===== config.mk =====
export PLATFORM = sky130hd
export DESIGN_NAME = lcd_page_writer
export DESIGN_NICKNAME = d
export VERILOG_FILES = /design/src/rtl/lcdw_pkg.sv /design/src/rtl/lcdw_spi_tx.sv /design/src/rtl/lcdw_cmd_fmt.sv /design/src/rtl/lcdw_seq.sv /design/src/rtl/lcd_page_writer.sv
export SDC_FILE = /design/constraint.sdc
export NUM_CORES = 1
export LEC_CHECK = 0
export CELL_PAD_IN_SITES_DETAIL_PLACEMENT = 0
export CELL_PAD_IN_SITES_GLOBAL_PLACEMENT = 2
export CORE_MARGIN = 1.5
export CORE_UTILIZATION = 37
export DETAILED_ROUTE_END_ITERATION = 16
export PLACE_DENSITY = 0.88
export SYNTH_ARGS = -nofsm -noshare
export SYNTH_HDL_FRONTEND = slang
export SYNTH_HIERARCHICAL = 1
export SYNTH_SLANG_ARGS = --single-unit

===== constraint.sdc =====
create_clock -name clk -period 9.6 [get_ports clk]
set_input_delay 2.88 -clock clk [delete_from_list [all_inputs] [get_ports clk]]
set_output_delay 2.88 -clock clk [all_outputs]
set_load 0.005 [all_outputs]

===== src/rtl/lcdw_pkg.sv =====
package lcdw_pkg;

    typedef enum logic [1:0] {
        SQ_IDLE = 2'd0,
        SQ_CMD  = 2'd1,
        SQ_DATA = 2'd2,
        SQ_GAP  = 2'd3
    } seq_state_e;

    // One byte queued for the shifter, tagged with the command/data level it needs
    typedef struct packed {
        logic       is_cmd;
        logic [7:0] value;
    } spi_item_t;

    localparam int CMD_BYTES = 3;

endpackage


===== src/rtl/lcdw_spi_tx.sv =====
module lcdw_spi_tx #(
    parameter int SCLK_HALF = 2,
    parameter int DIV_W     = (SCLK_HALF > 1) ? $clog2(SCLK_HALF) : 1
) (
    input  logic       clk,
    input  logic       rst,
    input  logic       load,
    input  logic [7:0] din,
    output logic       sclk,
    output logic       mosi,
    output logic       done
);
    logic [7:0]       sh_q;
    logic [2:0]       bit_q;
    logic [DIV_W-1:0] div_q;
    logic             act_q;

    always_ff @(posedge clk) begin
        if (rst) begin
            sh_q  <= '0;
            bit_q <= '0;
            div_q <= '0;
            act_q <= 1'b0;
            sclk  <= 1'b0;
            done  <= 1'b0;
        end else begin
            done <= 1'b0;
            if (load) begin
                sh_q  <= din;
                bit_q <= '0;
                div_q <= '0;
                act_q <= 1'b1;
                sclk  <= 1'b0;
            end else if (act_q) begin
                if (div_q == DIV_W'(SCLK_HALF - 1)) begin
                    div_q <= '0;
                    if (!sclk) begin
                        sclk <= 1'b1;
                    end else begin
                        // falling edge: present the next bit
                        sclk <= 1'b0;
                        sh_q <= {sh_q[6:0], 1'b0};
                        if (bit_q == 3'd7) begin
                            act_q <= 1'b0;
                            done  <= 1'b1;
                        end else begin
                            bit_q <= bit_q + 3'd1;
                        end
                    end
                end else begin
                    div_q <= div_q + DIV_W'(1);
                end
            end
        end
    end

    assign mosi = sh_q[7];
endmodule


===== src/rtl/lcdw_cmd_fmt.sv =====
module lcdw_cmd_fmt #(
    parameter int         PAGE_W  = 3,
    parameter int         COL_W   = 7,
    parameter int         COL_OFS = 18,
    parameter logic [7:0] PAGE_OP = 8'hB0,
    parameter logic [7:0] LO_OP   = 8'h00,
    parameter logic [7:0] HI_OP   = 8'h10
) (
    input  logic [PAGE_W-1:0] page,
    input  logic [COL_W-1:0]  col,
    input  logic [1:0]        idx,
    output logic [7:0]        cmd
);
    logic [7:0] devcol;

    assign devcol = 8'(col) + 8'(COL_OFS);

    always_comb begin
        unique case (idx)
            2'd0:    cmd = PAGE_OP + 8'(page);
            2'd1:    cmd = LO_OP | {4'h0, devcol[3:0]};
            default: cmd = HI_OP | {4'h0, devcol[7:4]};
        endcase
    end
endmodule


===== src/rtl/lcdw_seq.sv =====
module lcdw_seq
    import lcdw_pkg::*;
#(
    parameter int COLS      = 96,
    parameter int PAGES     = 8,
    parameter int SCLK_HALF = 2,
    parameter int PAGE_W    = $clog2(PAGES),
    parameter int COL_W     = $clog2(COLS),
    parameter int LEN_W     = $clog2(COLS + 1),
    parameter int ADDR_W    = $clog2(PAGES * COLS)
) (
    input  logic              clk,
    input  logic              rst,
    input  logic              req_valid,
    output logic              req_ready,
    input  logic              req_clear,
    input  logic [PAGE_W-1:0] req_page,
    input  logic [COL_W-1:0]  req_col,
    input  logic [LEN_W-1:0]  req_len,
    output logic              busy,
    output logic [ADDR_W-1:0] mem_addr,
    input  logic [7:0]        mem_rdata,
    output logic [PAGE_W-1:0] cur_page,
    output logic [COL_W-1:0]  cur_col,
    output logic [1:0]        cmd_idx,
    input  logic [7:0]        cmd_byte,
    output logic              tx_load,
    output spi_item_t         tx_item,
    input  logic              tx_done,
    output logic              cs_n
);
    localparam int GAP_CYC = 2 * SCLK_HALF;
    localparam int GAP_W   = $clog2(GAP_CYC + 1);

    seq_state_e        state_q;
    logic [LEN_W-1:0]  remain_q;
    logic              clr_q;
    logic              infl_q;
    logic [GAP_W-1:0]  gap_q;
    logic [LEN_W-1:0]  room;
    logic [LEN_W-1:0]  clip_len;

    always_comb begin
        room     = LEN_W'(COLS) - LEN_W'(req_col);
        clip_len = (32'(req_col) >= COLS) ? '0 :
                   ((req_len < room) ? req_len : room);
    end

    always_ff @(posedge clk) begin
        if (rst) begin
            state_q  <= SQ_IDLE;
            cs_n     <= 1'b1;
            tx_load  <= 1'b0;
            tx_item  <= '0;
            cur_page <= '0;
            cur_col  <= '0;
            cmd_idx  <= '0;
            remain_q <= '0;
            clr_q    <= 1'b0;
            infl_q   <= 1'b0;
            mem_addr <= '0;
            gap_q    <= '0;
        end else begin
            tx_load <= 1'b0;
            unique case (state_q)
                SQ_IDLE: begin
                    infl_q  <= 1'b0;
                    cmd_idx <= '0;
                    if (req_valid) begin
                        if (req_clear) begin
                            cur_page <= '0;
                            cur_col  <= '0;
                            remain_q <= LEN_W'(COLS);
                            clr_q    <= 1'b1;
                            cs_n     <= 1'b0;
                            state_q  <= SQ_CMD;
                        end else if (clip_len == '0) begin
                            gap_q   <= '0;
                            state_q <= SQ_GAP;
                        end else begin
                            cur_page <= req_page;
                            cur_col  <= req_col;
                            remain_q <= clip_len;
                            clr_q    <= 1'b0;
                            cs_n     <= 1'b0;
                            state_q  <= SQ_CMD;
                        end
                    end
                end
                SQ_CMD: begin
                    if (!infl_q) begin
                        tx_load <= 1'b1;
                        tx_item <= '{is_cmd: 1'b1, value: cmd_byte};
                        infl_q  <= 1'b1;
                    end else if (tx_done) begin
                        infl_q <= 1'b0;
                        if (cmd_idx == 2'(CMD_BYTES - 1)) begin
                            state_q  <= SQ_DATA;
                            mem_addr <= ADDR_W'(cur_page) * ADDR_W'(COLS) + ADDR_W'(cur_col);
                        end else begin
                            cmd_idx <= cmd_idx + 2'd1;
                        end
                    end
                end
                SQ_DATA: begin
                    if (!infl_q) begin
                        tx_load  <= 1'b1;
                        tx_item  <= '{is_cmd: 1'b0, value: mem_rdata};
                        infl_q   <= 1'b1;
                        mem_addr <= mem_addr + ADDR_W'(1);
                        remain_q <= remain_q - LEN_W'(1);
                    end else if (tx_done) begin
                        infl_q <= 1'b0;
                        if (remain_q == '0) begin
                            if (clr_q && cur_page != PAGE_W'(PAGES - 1)) begin
                                cur_page <= cur_page + PAGE_W'(1);
                                cur_col  <= '0;
                                remain_q <= LEN_W'(COLS);
                                cmd_idx  <= '0;
                                state_q  <= SQ_CMD;
                            end else begin
                                cs_n    <= 1'b1;
                                gap_q   <= '0;
                                state_q <= SQ_GAP;
                            end
                        end
                    end
                end
                default: begin
                    gap_q <= gap_q + GAP_W'(1);
                    if (gap_q == GAP_W'(GAP_CYC - 1)) state_q <= SQ_IDLE;
                end
            endcase
        end
    end

    assign busy      = (state_q != SQ_IDLE);
    assign req_ready = (state_q == SQ_IDLE);
endmodule


===== src/rtl/lcd_page_writer.sv =====
module lcd_page_writer
    import lcdw_pkg::*;
#(
    parameter int         COLS      = 96,
    parameter int         PAGES     = 8,
    parameter int         COL_OFS   = 18,
    parameter int         SCLK_HALF = 2,
    parameter logic [7:0] PAGE_OP   = 8'hB0,
    parameter logic [7:0] LO_OP     = 8'h00,
    parameter logic [7:0] HI_OP     = 8'h10,
    parameter int         PAGE_W    = $clog2(PAGES),
    parameter int         COL_W     = $clog2(COLS),
    parameter int         LEN_W     = $clog2(COLS + 1),
    parameter int         ADDR_W    = $clog2(PAGES * COLS)
) (
    input  logic              clk,
    input  logic              rst,
    input  logic              req_valid,
    output logic              req_ready,
    input  logic              req_clear,
    input  logic [PAGE_W-1:0] req_page,
    input  logic [COL_W-1:0]  req_col,
    input  logic [LEN_W-1:0]  req_len,
    output logic              busy,
    output logic [ADDR_W-1:0] mem_addr,
    input  logic [7:0]        mem_rdata,
    output logic              spi_sclk,
    output logic              spi_mosi,
    output logic              spi_cs_n,
    output logic              spi_dc
);
    logic [PAGE_W-1:0] cur_page;
    logic [COL_W-1:0]  cur_col;
    logic [1:0]        cmd_idx;
    logic [7:0]        cmd_byte;
    logic              tx_load;
    logic              tx_done;
    spi_item_t         tx_item;

    lcdw_seq #(
        .COLS(COLS), .PAGES(PAGES), .SCLK_HALF(SCLK_HALF),
        .PAGE_W(PAGE_W), .COL_W(COL_W), .LEN_W(LEN_W), .ADDR_W(ADDR_W)
    ) seq_i (
        .clk(clk), .rst(rst),
        .req_valid(req_valid), .req_ready(req_ready), .req_clear(req_clear),
        .req_page(req_page), .req_col(req_col), .req_len(req_len),
        .busy(busy), .mem_addr(mem_addr), .mem_rdata(mem_rdata),
        .cur_page(cur_page), .cur_col(cur_col), .cmd_idx(cmd_idx),
        .cmd_byte(cmd_byte), .tx_load(tx_load), .tx_item(tx_item),
        .tx_done(tx_done), .cs_n(spi_cs_n)
    );

    lcdw_cmd_fmt #(
        .PAGE_W(PAGE_W), .COL_W(COL_W), .COL_OFS(COL_OFS),
        .PAGE_OP(PAGE_OP), .LO_OP(LO_OP), .HI_OP(HI_OP)
    ) fmt_i (
        .page(cur_page), .col(cur_col), .idx(cmd_idx), .cmd(cmd_byte)
    );

    lcdw_spi_tx #(.SCLK_HALF(SCLK_HALF)) tx_i (
        .clk(clk), .rst(rst), .load(tx_load), .din(tx_item.value),
        .sclk(spi_sclk), .mosi(spi_mosi), .done(tx_done)
    );

    assign spi_dc = tx_item.is_cmd;
endmodule


==> flow_metrics.tcl <==
set metrics [dict create \
    area_growth_syn_to_layout_pct 16.34 \
    dp_hpwl_um 6912 \
    antenna_found_initial 0 \
    hp-start "tx_i/sh_q[7]" \
    dr.pass1.iters 4 \
    fmax_ghz 0.1612 \
    rows 37 \
    syn_area_per_cell_um2 8.271 \
    drc 0 \
    grt_pass1_wl_um 16280 \
    finalClockSkew_ns 0.007509 \
    start_util 0.3858 \
    pwr-share-clk 0.201 \
    portBuffers 44 \
    fin_crit_sh 0.6463 \
    ys_warn_count 6 \
    net-switching-power_w 0.0004745 \
    synth-edff-count 0 \
    synth.distinct_cells 64 \
    rr_startpoint "seq_i/state_q[0]" \
    die_w_um 107.4 \
    timing.setup.tns_ns 0 \
    design_area_um2 4696 \
    antenna_left 0 \
    dp.cells 641 \
    critPathKind "in2reg" \
    finalPower_w 0.001180 \
    grt_usage 0.1779 \
    hp-class "reg2reg" \
    powerDensity_nw_per_um2 251.3 \
    yosys.area_share.simple 0.2210 \
    startpoint_type "input pin" \
    p_comb_frac 0.454 \
    ys_seq_area_frac 0.3075 \
    wirelength_um 9747 \
    gp_congestion 0.8251 \
    r2r_end "seq_i/mem_addr[3]" \
    relSlewSlack 0.3740 \
    reg2regPathDepth 9 \
    worstPathArrival_ns 6.40 \
    clock_latency_ns 0.34 \
    synth_top_family_by_area "compound AO/OA/AOI/OAI gates" \
    drt_iter0_markers 166 \
    synth_compound_area_frac 0.2328 \
    grt_overflow 0 \
    grt_pass1_vias 3388 \
    syn-num-nets 545 \
    max_slew.worst_pin.slew_ns 0.9356 \
    synth-xor-area-share 0.03255 \
    numCtsBuffers 9 \
    worstHoldEndpoint "tx_i/sh_q[7]" \
    netlist_area_um2 4036 \
    status "complete, no violations" \
    grt_start_max_net_pins 59 \
    vias 3507 \
    layout.nets 573 \
    wire_per_inst_um 14.84 \
    synth_fa_ha_area_frac 0.09051 \
    ir_worst_vdd_v 0.00008393 \
    min_period_ns 6.204 \
    swShare 0.4021 \
    h-tree-depth 3 \
    layoutNonFillerInstCount 657 \
    cts_tree "yes" \
    die_h_um 107.4 \
    rrSetupSlack_ns 6.76 \
    critPathMaxFanout 14 \
    cts_buffer_depth 2 \
    clockRootBuffer "clkbuf_8" \
    crit_required_ns 9.80 \
    cts_resized 0 \
    setup_viol 0 \
    clk_pin_slew_worst_paths_ns 0.07 \
    synthMuxAreaShare 0.04743 \
    insertedDiodeCount 0 \
    rsz0062_at_grt "false" \
    internal_power_w 0.0007054 \
    io_pins 45 \
    drive_above_1_share 0.09021 \
    fin_hold_ws_ns 0.4711 \
    whs_path_depth 2 \
    synth_cells 488 \
    hold_buffers 0 \
    ys_ff_latch 62 \
    leakagePower_nw 1.748 \
    async_flop_share 0 \
    crit_path_end_kind "register" \
    dieArea_um2 11540 \
    synth_ff_type "dfxtp_1" \
    slew_violations 0 \
    post-cts-setup-buffers 0 \
    seqPwrFrac 0.345 \
    placed_area_um2 4494 \
    cp-startpoint "req_col[0]" \
    core_area_um2 10460 \
    clock-sinks 62 \
    vias_per_cell 5.338 \
    cap_violations 0 \
    finalHoldViolCount 0 \
]
[final cells by class]
class / instances / area [um^2]
multi-input combinational: 368 / 2524
timing repair buffer: 46 / 450.4
clock inverter: 3 / 42.54
sequential: 62 / 1241
clock buffer: 13 / 158.9
inverter: 29 / 108.9
fill: 1076 / 5767
tap: 136 / 170.2
[cells in the final DEF, fill, tap and decap left out, types with 2 or more instances in the layout]
| master | count |
|---|---|
| nor2_1 | 50 |
| a21oi_1 | 48 |
| ha_1 | 26 |
| nand3_1 | 21 |
| inv_1 | 29 |
| nand4b_1 | 2 |
| buf_4 | 2 |
| clkbuf_1 | 2 |
| o21bai_1 | 3 |
| fa_1 | 2 |
| a211oi_1 | 17 |
| nor2b_1 | 4 |
| mux2i_1 | 18 |
| a22oi_1 | 3 |
| nor3_1 | 10 |
| dfxtp_1 | 62 |
| clkdlybuf4s50_1 | 43 |
| nor4_1 | 4 |
| or3_1 | 2 |
| nand4_1 | 5 |
| o22ai_1 | 9 |
| nand2b_4 | 7 |
| clkbuf_8 | 11 |
| a211oi_2 | 2 |
| nand2b_1 | 5 |
| o21ai_0 | 20 |
| a221oi_2 | 7 |
| and2_1 | 2 |
| nor3b_1 | 3 |
| a31oi_1 | 5 |
| o21ai_1 | 2 |
| xor2_1 | 7 |
| nor3_2 | 2 |
| nand2_1 | 38 |
| and3_1 | 6 |
| nand3b_1 | 3 |
| xnor2_1 | 8 |
| o211ai_1 | 3 |
[state kept, by name (all words and copies together), names as in the netlist]
name,flops
tx_i/div_q,1
tx_i/sh_q,8
seq_i/cmd_idx,2
seq_i/cs_n,1
tx_i/done,1
seq_i/tx_load,1
seq_i/tx_item,9
seq_i/remain_q,7
seq_i/gap_q,3
seq_i/state_q,2
tx_i/sclk,1
seq_i/infl_q,1
tx_i/bit_q,3
seq_i/cur_page,3
seq_i/clr_q,1
tx_i/act_q,1
seq_i/cur_col,7
seq_i/mem_addr,10
[metal layers]
metal  wire length [um]  vias to the layer above  GRT usage
met1               4793                     1651     0.2348
met5                  0                        -          0
met4                126                        0    0.06297
met2               4571                       45     0.2884
li1                   -                     1801          -
met3                255                       10    0.03450
[worst max-delay path, stage by stage]
cell	delay (ns)
clkdlybuf4s50_1	0.60
inv_1	0.07
ha_1	0.23
nor2b_2	0.17
a21bo_2	0.21
xor2_1	0.26
inv_1	0.08
ha_1	0.29
nand2_1	0.06
o21ai_0	0.29
a21oi_2	0.17
o311a_4	0.44
a22oi_4	0.36
o21bai_1	0.13
nor3b_1	0.15
[how the worst max path moves through the flow]
stage	cells after the start	end
global placement	15	seq_i/remain_q[6]
floorplan	15	seq_i/remain_q[6]
finish	15	seq_i/remain_q[6]
global route	15	seq_i/remain_q[3]
CTS	15	seq_i/remain_q[6]
detailed placement	15	seq_i/remain_q[6]
[cells by family after synthesis]
kind of cell             after synthesis
AO/OA/AOI/OAI                        135
flip-flops                            62
buffers and inverters                 58
multiplexers                          19
adder cells (fa/ha/maj)               28
XOR/XNOR                              15
other                                  1
AND/OR/NAND/NOR                      170
[cell usage after synthesis, drive strengths merged, types with 2 or more instances]
cell     n  area, um^2
xnor2    8       70.07
o21ai   22       110.1
a211oi  19       152.6
nand4    5       31.28
nor3b    4       35.03
nor4     4       25.02
a221oi   7       105.1
a31oi    5       31.28
and3     7       45.05
mux2i   18       180.2
or3      2       12.51
inv     29       108.9
nor2    50       187.7
nand3b   3       22.52
and2     2       12.51
clkbuf  17       73.82
nor2b    5       33.78
nand4b   2       17.52
dfxtp   62        1241
nand2b  12       127.6
a22oi    4       43.79
o211ai   3       22.52
nand3   21       105.1
o21bai   3       22.52
nand2   38       142.6
nor3    12       70.07
o22ai    9       56.30
xor2     7       61.31
ha      26       325.3
buf     12       88.83
a21oi   49       249.0
fa       2       40.04
[power by group through the flow]
stage / Clock [W] / Combinational [W] / Sequential, W
finish: 0.000237 / 0.000536 / 0.000407
global route: 0.000258 / 0.000601 / 0.000421
CTS: 0.000244 / 0.000537 / 0.000407
detailed placement: 0 / 0.000534 / 0.000413
global placement: 0 / 0.000526 / 0.000412
floorplan: 0 / 0.000427 / 0.000386
[metrics by stage]
step / utilization / setup slack (ns)
after global placement: 0.4296 / 3.169
final: 0.4488 / 3.396
after detailed placement: 0.4296 / 3.066
after floorplan: - / 4.059
after CTS: 0.4488 / 3.412
after global routing: 0.4488 / 3.147
(Power assumes the default switching activity.)
